--- src/rtl/nor_cmd_pkg.sv ---
package nor_cmd_pkg;

  typedef enum logic [3:0] {
    ST_READ,
    ST_C1,
    ST_C2,
    ST_AUTO,
    ST_PGM,
    ST_E1,
    ST_E2,
    ST_E3,
    ST_EBUSY,
    ST_PBUSY,
    ST_BYP,
    ST_BYP_PGM,
    ST_BYP_EXIT
  } cmd_state_e;

  localparam logic [7:0] CMD_KEY_A   = 8'hAA;
  localparam logic [7:0] CMD_KEY_B   = 8'h55;
  localparam logic [7:0] CMD_RESET   = 8'hF0;
  localparam logic [7:0] CMD_IDENT   = 8'h90;
  localparam logic [7:0] CMD_PROG    = 8'hA0;
  localparam logic [7:0] CMD_BYPASS  = 8'h20;
  localparam logic [7:0] CMD_ERASE   = 8'h80;
  localparam logic [7:0] CMD_CHIP    = 8'h10;
  localparam logic [7:0] CMD_SECTOR  = 8'h30;
  localparam logic [7:0] CMD_BYP_END = 8'h00;

  localparam logic [10:0] KEY_W_ADDR1 = 11'h555;
  localparam logic [10:0] KEY_W_ADDR2 = 11'h2AA;
  localparam logic [11:0] KEY_B_ADDR1 = 12'hAAA;
  localparam logic [11:0] KEY_B_ADDR2 = 12'h555;

endpackage

--- src/rtl/nor_bus_sync.sv ---
module nor_bus_sync
  import nor_cmd_pkg::*;
#(
  parameter int ADDR_W      = 19,
  parameter int SYNC_STAGES = 2
) (
  input  logic              clk_i,
  input  logic              rst_ni,
  input  logic              ce_ni,
  input  logic              we_ni,
  input  logic              byte_ni,
  input  logic [ADDR_W-1:0] addr_i,
  input  logic [15:0]       dq_i,
  output logic              wr_evt_o,
  output logic [ADDR_W:0]   wr_baddr_o,
  output logic [15:0]       wr_data_o,
  output logic              wr_byte_o,
  output logic              key1_hit_o,
  output logic              key2_hit_o
);

  localparam int BW = ADDR_W + 19;
  localparam logic [BW-1:0] IDLE_BUS = {3'b111, {(ADDR_W + 16){1'b0}}};

  // whole bus travels through the same stages so strobe and payload stay aligned
  logic [SYNC_STAGES-1:0][BW-1:0] pipe_q;
  logic [BW-1:0]                  bus_s;
  logic                           we_prev_q;

  logic              s_ce_n, s_we_n, s_byte_n;
  logic [ADDR_W-1:0] s_addr;
  logic [15:0]       s_dq;
  logic [11:0]       low_baddr;

  always_ff @(posedge clk_i or negedge rst_ni) begin
    if (!rst_ni) begin
      pipe_q    <= {SYNC_STAGES{IDLE_BUS}};
      we_prev_q <= 1'b1;
    end else begin
      pipe_q[0] <= {ce_ni, we_ni, byte_ni, addr_i, dq_i};
      for (int s = 1; s < SYNC_STAGES; s++) pipe_q[s] <= pipe_q[s-1];
      we_prev_q <= s_we_n;
    end
  end

  assign bus_s = pipe_q[SYNC_STAGES-1];
  assign {s_ce_n, s_we_n, s_byte_n, s_addr, s_dq} = bus_s;

  assign wr_evt_o  = s_we_n && !we_prev_q && !s_ce_n;
  assign wr_byte_o = !s_byte_n;

  generate
    if (ADDR_W >= 11) begin : g_key
      assign low_baddr = {s_addr[10:0], s_dq[15]};
    end else begin : g_key_narrow
      assign low_baddr = 12'({s_addr, s_dq[15]});
    end
  endgenerate

  always_comb begin
    if (wr_byte_o) begin
      wr_baddr_o = {s_addr, s_dq[15]};
      wr_data_o  = {8'h00, s_dq[7:0]};
      key1_hit_o = (low_baddr == KEY_B_ADDR1);
      key2_hit_o = (low_baddr == KEY_B_ADDR2);
    end else begin
      wr_baddr_o = {s_addr, 1'b0};
      wr_data_o  = s_dq;
      key1_hit_o = (low_baddr[11:1] == KEY_W_ADDR1);
      key2_hit_o = (low_baddr[11:1] == KEY_W_ADDR2);
    end
  end

endmodule

--- src/rtl/nor_cmd_fsm.sv ---
module nor_cmd_fsm
  import nor_cmd_pkg::*;
#(
  parameter int ADDR_W = 19
) (
  input  logic            clk_i,
  input  logic            rst_ni,
  input  logic            wr_evt_i,
  input  logic [ADDR_W:0] wr_baddr_i,
  input  logic [15:0]     wr_data_i,
  input  logic            wr_byte_i,
  input  logic            key1_hit_i,
  input  logic            key2_hit_i,
  input  logic            op_done_i,
  output logic            ident_mode_o,
  output logic            prog_start_o,
  output logic            chip_erase_start_o,
  output logic            sector_erase_start_o,
  output logic [ADDR_W:0] op_addr_o,
  output logic [15:0]     op_data_o,
  output logic            op_byte_o
);

  cmd_state_e st_q, st_d;
  logic       byp_q, byp_d;
  logic       go_prog, go_chip, go_sect, capture;
  logic [7:0] cmd;

  assign cmd = wr_data_i[7:0];

  always_comb begin
    st_d    = st_q;
    byp_d   = byp_q;
    go_prog = 1'b0;
    go_chip = 1'b0;
    go_sect = 1'b0;
    capture = 1'b0;
    if (wr_evt_i) begin
      case (st_q)
        ST_READ: if (key1_hit_i && cmd == CMD_KEY_A) st_d = ST_C1;
        ST_C1:   st_d = (key2_hit_i && cmd == CMD_KEY_B) ? ST_C2 : ST_READ;
        ST_C2: begin
          st_d = ST_READ;
          if (key1_hit_i) begin
            case (cmd)
              CMD_IDENT:  st_d = ST_AUTO;
              CMD_PROG:   st_d = ST_PGM;
              CMD_BYPASS: st_d = ST_BYP;
              CMD_ERASE:  st_d = ST_E1;
              default:    st_d = ST_READ;
            endcase
          end
        end
        ST_AUTO: if (cmd == CMD_RESET) st_d = ST_READ;
        ST_PGM: begin
          go_prog = 1'b1;
          capture = 1'b1;
          byp_d   = 1'b0;
          st_d    = ST_PBUSY;
        end
        ST_E1: st_d = (key1_hit_i && cmd == CMD_KEY_A) ? ST_E2 : ST_READ;
        ST_E2: st_d = (key2_hit_i && cmd == CMD_KEY_B) ? ST_E3 : ST_READ;
        ST_E3: begin
          if (key1_hit_i && cmd == CMD_CHIP) begin
            go_chip = 1'b1;
            capture = 1'b1;
            st_d    = ST_EBUSY;
          end else if (cmd == CMD_SECTOR) begin
            go_sect = 1'b1;
            capture = 1'b1;
            st_d    = ST_EBUSY;
          end else begin
            st_d = ST_READ;
          end
        end
        ST_BYP: begin
          if (cmd == CMD_PROG)       st_d = ST_BYP_PGM;
          else if (cmd == CMD_IDENT) st_d = ST_BYP_EXIT;
        end
        ST_BYP_PGM: begin
          go_prog = 1'b1;
          capture = 1'b1;
          byp_d   = 1'b1;
          st_d    = ST_PBUSY;
        end
        ST_BYP_EXIT: st_d = (cmd == CMD_BYP_END) ? ST_READ : ST_BYP;
        default: st_d = st_q;
      endcase
    end
    // busy states ignore writes; only completion moves them
    if (op_done_i) begin
      if (st_q == ST_EBUSY)      st_d = ST_READ;
      else if (st_q == ST_PBUSY) st_d = byp_q ? ST_BYP : ST_READ;
    end
  end

  always_ff @(posedge clk_i or negedge rst_ni) begin
    if (!rst_ni) begin
      st_q                 <= ST_READ;
      byp_q                <= 1'b0;
      prog_start_o         <= 1'b0;
      chip_erase_start_o   <= 1'b0;
      sector_erase_start_o <= 1'b0;
      op_addr_o            <= '0;
      op_data_o            <= '0;
      op_byte_o            <= 1'b0;
    end else begin
      st_q                 <= st_d;
      byp_q                <= byp_d;
      prog_start_o         <= go_prog;
      chip_erase_start_o   <= go_chip;
      sector_erase_start_o <= go_sect;
      if (capture) begin
        op_addr_o <= wr_baddr_i;
        op_data_o <= wr_data_i;
        op_byte_o <= wr_byte_i;
      end
    end
  end

  assign ident_mode_o = (st_q == ST_AUTO);

endmodule

--- src/rtl/nor_read_mux.sv ---
module nor_read_mux #(
  parameter int          ADDR_W   = 19,
  parameter int          SECT_W   = 4,
  parameter logic [7:0]  MFR_CODE = 8'h5A,
  parameter logic [15:0] DEV_CODE = 16'h22C4
) (
  input  logic                 ident_mode_i,
  input  logic                 byte_ni,
  input  logic [ADDR_W-1:0]    addr_i,
  input  logic                 addr_lsb_i,
  input  logic [15:0]          array_rdata_i,
  input  logic [2**SECT_W-1:0] prot_i,
  output logic [15:0]          rdata_o
);

  localparam int NSECT = 2 ** SECT_W;

  logic [SECT_W-1:0] sect;
  logic [15:0]       word_sel;

  assign sect = addr_i[ADDR_W-1 -: SECT_W];

  always_comb begin
    if (ident_mode_i) begin
      case (addr_i[1:0])
        2'd0:    word_sel = {8'h00, MFR_CODE};
        2'd1:    word_sel = DEV_CODE;
        2'd2:    word_sel = {15'h0, prot_i[sect]};
        default: word_sel = 16'h0;
      endcase
    end else begin
      word_sel = array_rdata_i;
    end
  end

  always_comb begin
    if (byte_ni) rdata_o = word_sel;
    else if (addr_lsb_i && !ident_mode_i) rdata_o = {8'h00, word_sel[15:8]};
    else rdata_o = {8'h00, word_sel[7:0]};
  end

  initial begin
    if (NSECT < 2) $error("SECT_W too small");
  end

endmodule

--- src/rtl/nor_cmd_decoder.sv ---
module nor_cmd_decoder #(
  parameter int          ADDR_W      = 19,
  parameter int          SECT_W      = 4,
  parameter int          SYNC_STAGES = 2,
  parameter logic [7:0]  MFR_CODE    = 8'h5A,
  parameter logic [15:0] DEV_CODE    = 16'h22C4
) (
  input  logic                 clk_i,
  input  logic                 rst_ni,
  input  logic                 ce_ni,
  input  logic                 we_ni,
  input  logic                 oe_ni,
  input  logic                 byte_ni,
  input  logic [ADDR_W-1:0]    addr_i,
  input  logic [15:0]          dq_i,
  input  logic [15:0]          array_rdata_i,
  input  logic [2**SECT_W-1:0] prot_i,
  input  logic                 op_done_i,
  output logic                 rd_en_o,
  output logic [15:0]          rdata_o,
  output logic                 prog_start_o,
  output logic                 chip_erase_start_o,
  output logic                 sector_erase_start_o,
  output logic [ADDR_W:0]      op_addr_o,
  output logic [15:0]          op_data_o,
  output logic                 op_byte_o
);

  logic            wr_evt, wr_byte, key1_hit, key2_hit, ident_mode;
  logic [ADDR_W:0] wr_baddr;
  logic [15:0]     wr_data;

  nor_bus_sync #(
    .ADDR_W     (ADDR_W),
    .SYNC_STAGES(SYNC_STAGES)
  ) u_sync (
    .clk_i     (clk_i),
    .rst_ni    (rst_ni),
    .ce_ni     (ce_ni),
    .we_ni     (we_ni),
    .byte_ni   (byte_ni),
    .addr_i    (addr_i),
    .dq_i      (dq_i),
    .wr_evt_o  (wr_evt),
    .wr_baddr_o(wr_baddr),
    .wr_data_o (wr_data),
    .wr_byte_o (wr_byte),
    .key1_hit_o(key1_hit),
    .key2_hit_o(key2_hit)
  );

  nor_cmd_fsm #(
    .ADDR_W(ADDR_W)
  ) u_fsm (
    .clk_i               (clk_i),
    .rst_ni              (rst_ni),
    .wr_evt_i            (wr_evt),
    .wr_baddr_i          (wr_baddr),
    .wr_data_i           (wr_data),
    .wr_byte_i           (wr_byte),
    .key1_hit_i          (key1_hit),
    .key2_hit_i          (key2_hit),
    .op_done_i           (op_done_i),
    .ident_mode_o        (ident_mode),
    .prog_start_o        (prog_start_o),
    .chip_erase_start_o  (chip_erase_start_o),
    .sector_erase_start_o(sector_erase_start_o),
    .op_addr_o           (op_addr_o),
    .op_data_o           (op_data_o),
    .op_byte_o           (op_byte_o)
  );

  nor_read_mux #(
    .ADDR_W  (ADDR_W),
    .SECT_W  (SECT_W),
    .MFR_CODE(MFR_CODE),
    .DEV_CODE(DEV_CODE)
  ) u_rd (
    .ident_mode_i (ident_mode),
    .byte_ni      (byte_ni),
    .addr_i       (addr_i),
    .addr_lsb_i   (dq_i[15]),
    .array_rdata_i(array_rdata_i),
    .prot_i       (prot_i),
    .rdata_o      (rdata_o)
  );

  assign rd_en_o = !ce_ni && !oe_ni && we_ni;

endmodule

--- config.mk ---
export PLATFORM = sky130hd
export DESIGN_NAME = nor_cmd_decoder
export DESIGN_NICKNAME = d
export VERILOG_FILES = /design/src/rtl/nor_cmd_pkg.sv /design/src/rtl/nor_bus_sync.sv /design/src/rtl/nor_cmd_fsm.sv /design/src/rtl/nor_read_mux.sv /design/src/rtl/nor_cmd_decoder.sv
export SDC_FILE = /design/constraint.sdc
export NUM_CORES = 1
export LEC_CHECK = 0
export BUFFER_PORTS_ARGS = -buffer_cell sky130_fd_sc_hd__buf_2
export CORE_MARGIN = 10
export CORE_UTILIZATION = 56
export DETAILED_ROUTE_END_ITERATION = 10
export HOLD_SLACK_MARGIN = 0.1
export PLACE_DENSITY = 0.86
export SYNTH_ARGS = -nofsm -noshare
export SYNTH_HDL_FRONTEND = slang
export SYNTH_SLANG_ARGS = --single-unit
--- constraint.sdc ---
create_clock -name clk_i -period 6 [get_ports clk_i]
set_input_delay 1.2 -clock clk_i [delete_from_list [all_inputs] [get_ports clk_i]]
set_output_delay 1.2 -clock clk_i [all_outputs]
set_load 0.01 [all_outputs]
* Yosys cells after proc, flatten, opt, wreduce, memory -nomap -nowiden
Index checks and enable logic that the tools add are counted.
** Word-level totals
- Register bits after elaboration :: 122
- Bits of input ports :: 74
- Output and inout port bits :: 57
- Logic and storage cells :: 100
** Cells by class
- Order comparisons :: 1
- Equality and inequality tests :: 27
- Mux-type cells :: 41
- Reductions and logical operators :: 20
** Operators by type and width (number)
- $mux W4 :: 13
- $mux W16 :: 3
- $pmux W14 S3 :: 1
- $eq A8 B8 Y1 const B :: 5
- $pmux W4 S10 :: 1
- $eq A4 B4 Y1 const B :: 5
- $eq A4 B3 Y1 const B :: 4
- $eq A8 B6 Y1 const B :: 2
- $pmux W4 S4 :: 1
- $mux W1 :: 15
- $eq A12 B11 Y1 const B :: 1
- $eq A12 B12 Y1 const B :: 1
- $eq A11 B10 Y1 const B :: 1
- $eq A11 B11 Y1 const B :: 1
- $eq A4 B2 Y1 const B :: 2
- $eq A8 B5 Y1 const B :: 1
- $eq A8 B7 Y1 const B :: 1
- $logic_and A1 B1 Y1 :: 8
- $logic_not A8 Y1 :: 1
- $mux W8 :: 1
- $logic_not A1 Y1 :: 6
- $mux W3 :: 2
- $lt A4 B5 Y1 const B :: 1
- $bmux W1 S4 :: 1
- 10 further kinds :: 11

* Depth between registers and ports, before layout
Gate-level depths: netlist of the first run.
- Word-level depth :: 9
- Gate-level depth with buffers :: 8

* Modules after synthesis
From an unflattened synthesis of the first run, not the netlist that was laid out.
** Second synthesis, totals
- Cells, all modules :: 362
- Area total of the unflattened synthesis :: 4974.8 um2
** By module, submodules not included
- nor_cmd_fsm :: times used 1, cells each 175, area an instance 2290.9 um2, seq. area each 1126.1 um2
- nor_bus_sync :: times used 1, cells each 125, area an instance 2283.4 um2, seq. area each 1935.6 um2
- nor_read_mux :: times used 1, cells each 61, area an instance 387.9 um2, seq. area each 0.0 um2
- nor_cmd_decoder :: times used 1, cells each 1, area an instance 12.5 um2, seq. area each 0.0 um2

* Worst setup path after synthesis of the first run
No wires, ideal clock.
- Path type :: input to output
- Start :: input addr_i[15]
- End :: output rdata_o[0]
- Arrival :: 2.355 ns
- Required time :: 4.800 ns
- Path slack :: 2.445 ns
- Stages on the path :: 4
- Path buffers :: 0
- Cells stage by stage :: mux4_2 > mux4_2 > nand4b_1 > o21ai_0
** Between the ends
- Cells in the longest elaborated chain, start to end :: 6
** RTL lines
- start, declared :: RTL line nor_cmd_decoder.sv:14 : input logic [ADDR_W-1:0] addr_i,
- $bmux W1 S4 (*) :: RTL line nor_read_mux.sv:28 : 2'd2: word_sel = {15'h0, prot_i[sect]};
- $mux W1 (not written as such) (*) :: RTL line nor_read_mux.sv:28
- $pmux W14 S3 (*) :: RTL line nor_read_mux.sv:25 : case (addr_i[1:0])
- $mux W16 (*) :: RTL line nor_read_mux.sv:24 : if (ident_mode_i) begin
- $mux W8 :: RTL line nor_read_mux.sv:38 : else if (addr_lsb_i && !ident_mode_i) rdata_o = {8'h00, word_sel[15:8]};
- $mux W16 (*) :: RTL line nor_read_mux.sv:37 : if (byte_ni) rdata_o = word_sel;
- end, declared :: RTL line nor_cmd_decoder.sv:20 : output logic [15:0] rdata_o,
Mark *: on every way between the ends. The rest lies on a longest branch, timed or not. The select of a mux whose other input is x is not followed.

* Worst setup path in the final report of the first run
Ends and elaborated chain as after synthesis.

==> metrics, run 1 <==
WL per Instance slightly below 20 microns; Post-Route WL about 11000 microns; Starting DRT DRC Count 180; Yosys reg bits between 100 and 150; Power Density ~430 nW/um^2; H-tree Lvls 4; fmax 0.253 GHz; HPWL Detailed roughly 8100 microns; total negative slack 0 ns; Vias 3260; crit path from addr_i[15]; fill count approximately 540; 1st-pass router iterations 4; hold path depth 0; clock-pin slew on the worst setup and hold paths ~0.06 ns; Mapped Avg Cell Area roughly 14 sq um; Final min period slightly below 4 ns; worst vdd ir around 0.22 mV; DRC 0; Post-Syn Instances between 300 and 400; critical path required time between 4 and 5 ns; Seq/Total Area, Yosys 0.654; worst setup path class in -> out; global route overflow 0; worst hold slack 0.344 ns; reg2reg path depth 5; fin nets between 500 and 600; Final Non-Filler Cells between 500 and 600; via/cell ratio 5.50; Resize count post-CTS 0; Finished Cell Area just under 6000 sq um; clk_lat worst skew between 0.5 and 0.6 ns; most area-consuming cells after synthesis dfrtp_1, mux2_4, dfstp_2; NetSw between 0.7 and 0.8 mW; CTS Buf Count 17; placer congestion estimate roughly 0.91; Worst Setup End Kind output port; top-count cell post-synth dfrtp_1; Hold WC Path Type reg -> reg; die height approximately 110 microns; overall power consumption around 2.5 mW; multi-input logic area 1520 sq um; CP Launch Type input pin; Pins Over Slew Limit 0; Post-synth EDFFs 0; reg2reg start u_sync.bus_s[35]; core box area just over 8000 sq um; Setup crit end rdata_o[0]; Comb pwr share 0.207; Final Util 0.726; max_cap viols 0; Yosys top cell area share 0.615; outcome completed; global-route wire length before repair around 18000 microns; PortBufs 130; post-synth top area cell dfrtp_1; Arr. time, crit path 2.74 ns; FF/Latch Area ~3100 sq um; ratio of cells with drive above 1 in the final layout 0.428; Die Wd between 100 and 150 microns; Fin. Hold Viols 0; initial antenna violation count 0; synth warn 0; switch share 0.291; I/O Pins ~130; Clock Tree Buf Depth 2; Rows 33; post-place setup slack ~2.1 ns; final worst slack 2.06 ns; clock network power share 0.361; DIE AREA 12400 sq um; Lkg Pwr between 2 and 3 nW; setup repair bufs after CTS 0; area grow syn2layout 26.8%; gr usage total 0.184; Main synth FF type dfrtp_1; worst reg-to-reg setup slack about 3.1 ns; Post-synth ARST share 1.00; Worst Path Max Fanout 5; # hold bufs at CTS 0; worst rel slew slack 0.297; RSZ-0062 raised after global routing no; clock sink count ~120; top cells by count, synth dfrtp_1, nand2_1, mux2_4, nor2_1, clkbuf_1; root buffer cell clkbuf_8; antenna cell count 0; synthesized area 4680 sq um; Distinct cells, synth 56; Final Skew about 0.007 ns; vias in the first global route 3550; Final period util 0.657; Tightest Pin Transition 1.05 ns; CTS tree done; Starting Density 0.572; Seq pwr share 0.432; P_int roughly 1.8 mW; largest net degree at the start of global routing 77; # setup viols final 0; syn_nets 415; Area after DPL 5390 sq um; Placed Instances approximately 560; reg2reg end u_fsm.op_data_o[6]; antenna-violating nets left 0
==> sequential cells by signal, indices dropped and copies added, names as in the netlist <==
name and count:
u_fsm.op_byte_o 1, u_fsm.op_addr_o 20, u_fsm.st_q 4, u_fsm.op_data_o 16, u_fsm.byp_q 1, u_fsm.prog_start_o 1, u_sync.pipe_q 38, u_sync.bus_s 38
u_fsm.sector_erase_start_o 1, u_fsm.chip_erase_start_o 1, u_sync.we_prev_q 1
==> layer usage <==
metal | up-vias | GRT usage | wire length, microns
li1 | 1511 | - | -
met1 | 1593 | 0.202 | 4600
met2 | 150 | 0.312 | 5890
met3 | 6 | 0.0837 | 845
met4 | 0 | 0.0566 | 76
met5 | - | 0 | 0
==> power by group through the flow <==
stage | Combinational [mW] | Sequential, mW | Clock, mW
global placement | 0.520 | 1.09 | 0
detailed placement | 0.531 | 1.11 | 0
CTS | 0.536 | 1.10 | 0.924
finish | 0.526 | 1.10 | 0.916
floorplan | 0.259 | 1.12 | 0
global route | 0.570 | 1.12 | 0.968
==> how the worst min path moves through the flow <==
stage | start | to
2_1_floorplan | u_sync.pipe_q[0] | u_sync.bus_s[0]
3_3_place_gp | u_sync.pipe_q[7] | u_sync.bus_s[7]
3_5_place_dp | u_sync.pipe_q[20] | u_sync.bus_s[20]
4_1_cts | u_sync.pipe_q[8] | u_sync.bus_s[8]
5_1_grt | u_sync.pipe_q[4] | u_sync.bus_s[4]
6_report | u_sync.pipe_q[20] | u_sync.bus_s[20]
==> final cells by class <==
class,count,area share
clock inverters,14,0.0209
inverters,5,0.00316
well taps,105,0.0221
clock buffers,18,0.0704
repair buffers,131,0.111
flip-flops and latches,122,0.516
multi-input cells,198,0.256
==> worst max-delay path, cell delays in order <==
cell and delay, ns:
buf_2 0.17, mux4_2 0.52, mux4_2 0.49, nand4b_1 0.11, o21ai_0 0.08, buf_2 0.17
==> cells by family after synthesis <==
logic type      Yosys count  share of synthesized area
compound gates           61                     0.0882
buf+inv                  21                     0.0217
flops                   122                      0.654
mux                      33                      0.106
simple gates            104                      0.129
==> cells in the final DEF (no fill, tap or decap), types with 4 or more instances in the layout <==
master      synthesis  routed
dfstp_2             7       7
clkinvlp_4          0       4
mux2_2              8       8
a21oi_1            10      10
mux4_2              5       5
nand2b_1            7       7
buf_2               0     129
o211ai_1           10      10
nor2_1             14      14
clkinv_2            0       4
nor2b_1             5       5
and3_1              9       9
o21ai_0            12      12
mux2_4             19      19
nor3_1              5       5
a31oi_1             9       9
inv_1               5       5
clkbuf_16           0      16
dfrtp_1           115     115
nand2_1            32      32
Power figures use the tool's default switching activity.
==> inputs of run 2 (changes only) <==
--- a/config.mk
+++ b/config.mk
@@ -7,10 +7,10 @@
 export LEC_CHECK = 0
 export BUFFER_PORTS_ARGS = -buffer_cell sky130_fd_sc_hd__buf_2
 export CORE_MARGIN = 10
-export CORE_UTILIZATION = 56
+export CORE_UTILIZATION = 47
 export DETAILED_ROUTE_END_ITERATION = 10
 export HOLD_SLACK_MARGIN = 0.1
-export PLACE_DENSITY = 0.86
+export PLACE_DENSITY = 0.77
 export SYNTH_ARGS = -nofsm -noshare
 export SYNTH_HDL_FRONTEND = slang
 export SYNTH_SLANG_ARGS = --single-unit
==> constraint.sdc (replaced) <==
create_clock -name clk_i -period 3.17 [get_ports clk_i]
set_input_delay 0.634 -clock clk_i [delete_from_list [all_inputs] [get_ports clk_i]]
set_output_delay 0.634 -clock clk_i [all_outputs]
set_load 0.01 [all_outputs]
==> run 2 against run 1 <==
- clock skew rose by 0.0021 ns
- flip-flop and latch count did not move
- final cell count rose by 6.2%
- non-clock buffer count rose by 9
- routed wire length rose by 1.2%
- first-iteration DRC count fell by 6.1%
- sequential share of layout area fell by 1.3 points
==> metrics, run 2 (same netlist as run 1, synthesis figures left out) <==
outcome completed; CP Launch Type register; fin nets 558 (+1.6%); setup repair bufs after CTS 0 (unchanged); clock-pin slew on the worst setup and hold paths 0.05 ns (about the same); initial antenna violation count 0 (unchanged); PortBufs 130 (unchanged); Final Util 0.625 (-0.101); WL per Instance 18.3 microns (-4.8%); max_cap viols 0 (unchanged); reg2reg path depth 5 (unchanged); Starting Density 0.481 (-0.0914); clk_lat worst skew 0.50 ns (about the same); CP bufs+invs 1 (-1); Post-Route WL 11500 microns (+1.2%); I/O Pins 131 (unchanged); Power Density 803 nW/um^2 (+88%); Hold WC Path Type in -> async; 1st-pass router iterations 4 (unchanged); H-tree Lvls 4 (unchanged); worst setup path class reg -> out; die height 120 microns (+7.5%); Resize count post-CTS 1 (+1); via/cell ratio 5.34 (-2.8%); ratio of cells with drive above 1 in the final layout 0.437 (+0.00834); antenna-violating nets left 0 (unchanged); vias in the first global route 3714 (+4.6%); worst vdd ir 0.381 mV (+71%); core box area 9730 sq um (+19%); total negative slack 0 ns (unchanged); slowest CP cell dfrtp_1; HPWL Detailed 8460 microns (+4.1%); Final Skew 0.00922 ns (+0.00214 ns); # hold bufs at CTS 0 (unchanged); Placed Instances 598 (+6.6%); Final min period roughly 3 ns; CTS Buf Count 17 (unchanged); delay-heaviest family, CP simple AND/OR/NAND/NOR gates; CP max stage delay 0.68 ns (+0.16 ns); Final period util 0.933; Worst Setup End Kind output port; worst hold slack 0.114 ns (-0.230 ns); critical path required time 2.54 ns (-2.26 ns); Clock Tree Buf Depth 2 (unchanged); # setup viols final 0 (unchanged); Arr. time, crit path 2.32 ns (-0.42 ns); commonest cells after routing, fill and taps aside buf_2, dfrtp_1, nand2_1; gr usage total 0.166 (-0.0179); placer congestion estimate 0.954 (+5.3%); Pins Over Slew Limit 0 (unchanged); Lkg Pwr 2.93 nW (+2.6%); fmax between 0.3 and 0.4 GHz; CTS tree done; Vias 3367 (+3.3%); Worst Path Max Fanout 18 (+13); area grow syn2layout 29.9%; Starting DRT DRC Count 169 (-6.1%); Fin. Hold Viols 0 (unchanged); Tightest Pin Transition 0.989 ns (-0.0647 ns); DIE AREA 14300 sq um (+16%); crit-path cells nand4bb_2, nor2_1, a31oi_1, buf_2; Final Non-Filler Cells 630 (+6.2%); largest net degree at the start of global routing 45 (-42%); DRC 0 (unchanged); root buffer cell clkbuf_8; antenna cell count 0 (unchanged); clock sink count 122 (unchanged); overall power consumption 4.88 mW (+92%); worst reg-to-reg setup slack 0.55 ns (-2.56 ns); global-route wire length before repair 19000 microns (+4.2%); critical path depth in cells 4 (-2); Die Wd 120 microns (+7.5%); worst rel slew slack 0.340 (+0.0431); RSZ-0062 raised after global routing no; Rows 36 (+9.1%); most common cell after layout, fill and taps aside buf_2; global route overflow 0 (unchanged)
[run 2: cell count changes in the layout (fill, tap and decap cells not counted), sizes merged]
cell / delta
buf: +9
clkbuf: +8
clkinv: -3
clkinvlp: -3
inv: -2
[run 2: layout make-up]
cell class | instances | area, sq um
clock buffers | 26 | 508
clock inverters | 6 | 61.3
fillers | 787 | 3650
inverters | 5 | 18.8
multi-input cells | 198 | 1520
flip-flops and latches | 122 | 3060
well taps | 133 | 166
repair buffers | 140 | 741
[run 2: per-layer routing]
metal	routed length, microns	vias to the layer above	track usage
li1	-	1526	-
met5	0	-	0
met3	911	15	0.0708
met1	4720	1667	0.193
met2	5720	159	0.268
met4	187	0	0.0626
[run 2: report_power, final]
group	switching, mW	total (mW)	internal (mW)
clock	0.634	1.80	1.16
combinational	0.478	1.01	0.530
sequential	0.225	2.08	1.85
[run 2: through the flow]
step	worst slack, ns	instance area (sq um)
floorplan	0.747	4680
global placement	0.412	5510
detailed placement	0.396	5510
CTS	0.221	6080
global route	0.0215	6080
finish	0.214	6080
[run 2: path summary, 6_finish.rpt]
kind                                   start                  end
max                            u_fsm.st_q[1]           rdata_o[1]
min                                   rst_ni   u_fsm.op_addr_o[6]
max reg2reg                 u_sync.bus_s[36]  u_fsm.op_data_o[11]
min reg2reg                u_sync.pipe_q[29]     u_sync.bus_s[29]
max in group asynchronous             rst_ni     u_sync.bus_s[35]
min in group clk_i                   dq_i[0]     u_sync.pipe_q[0]
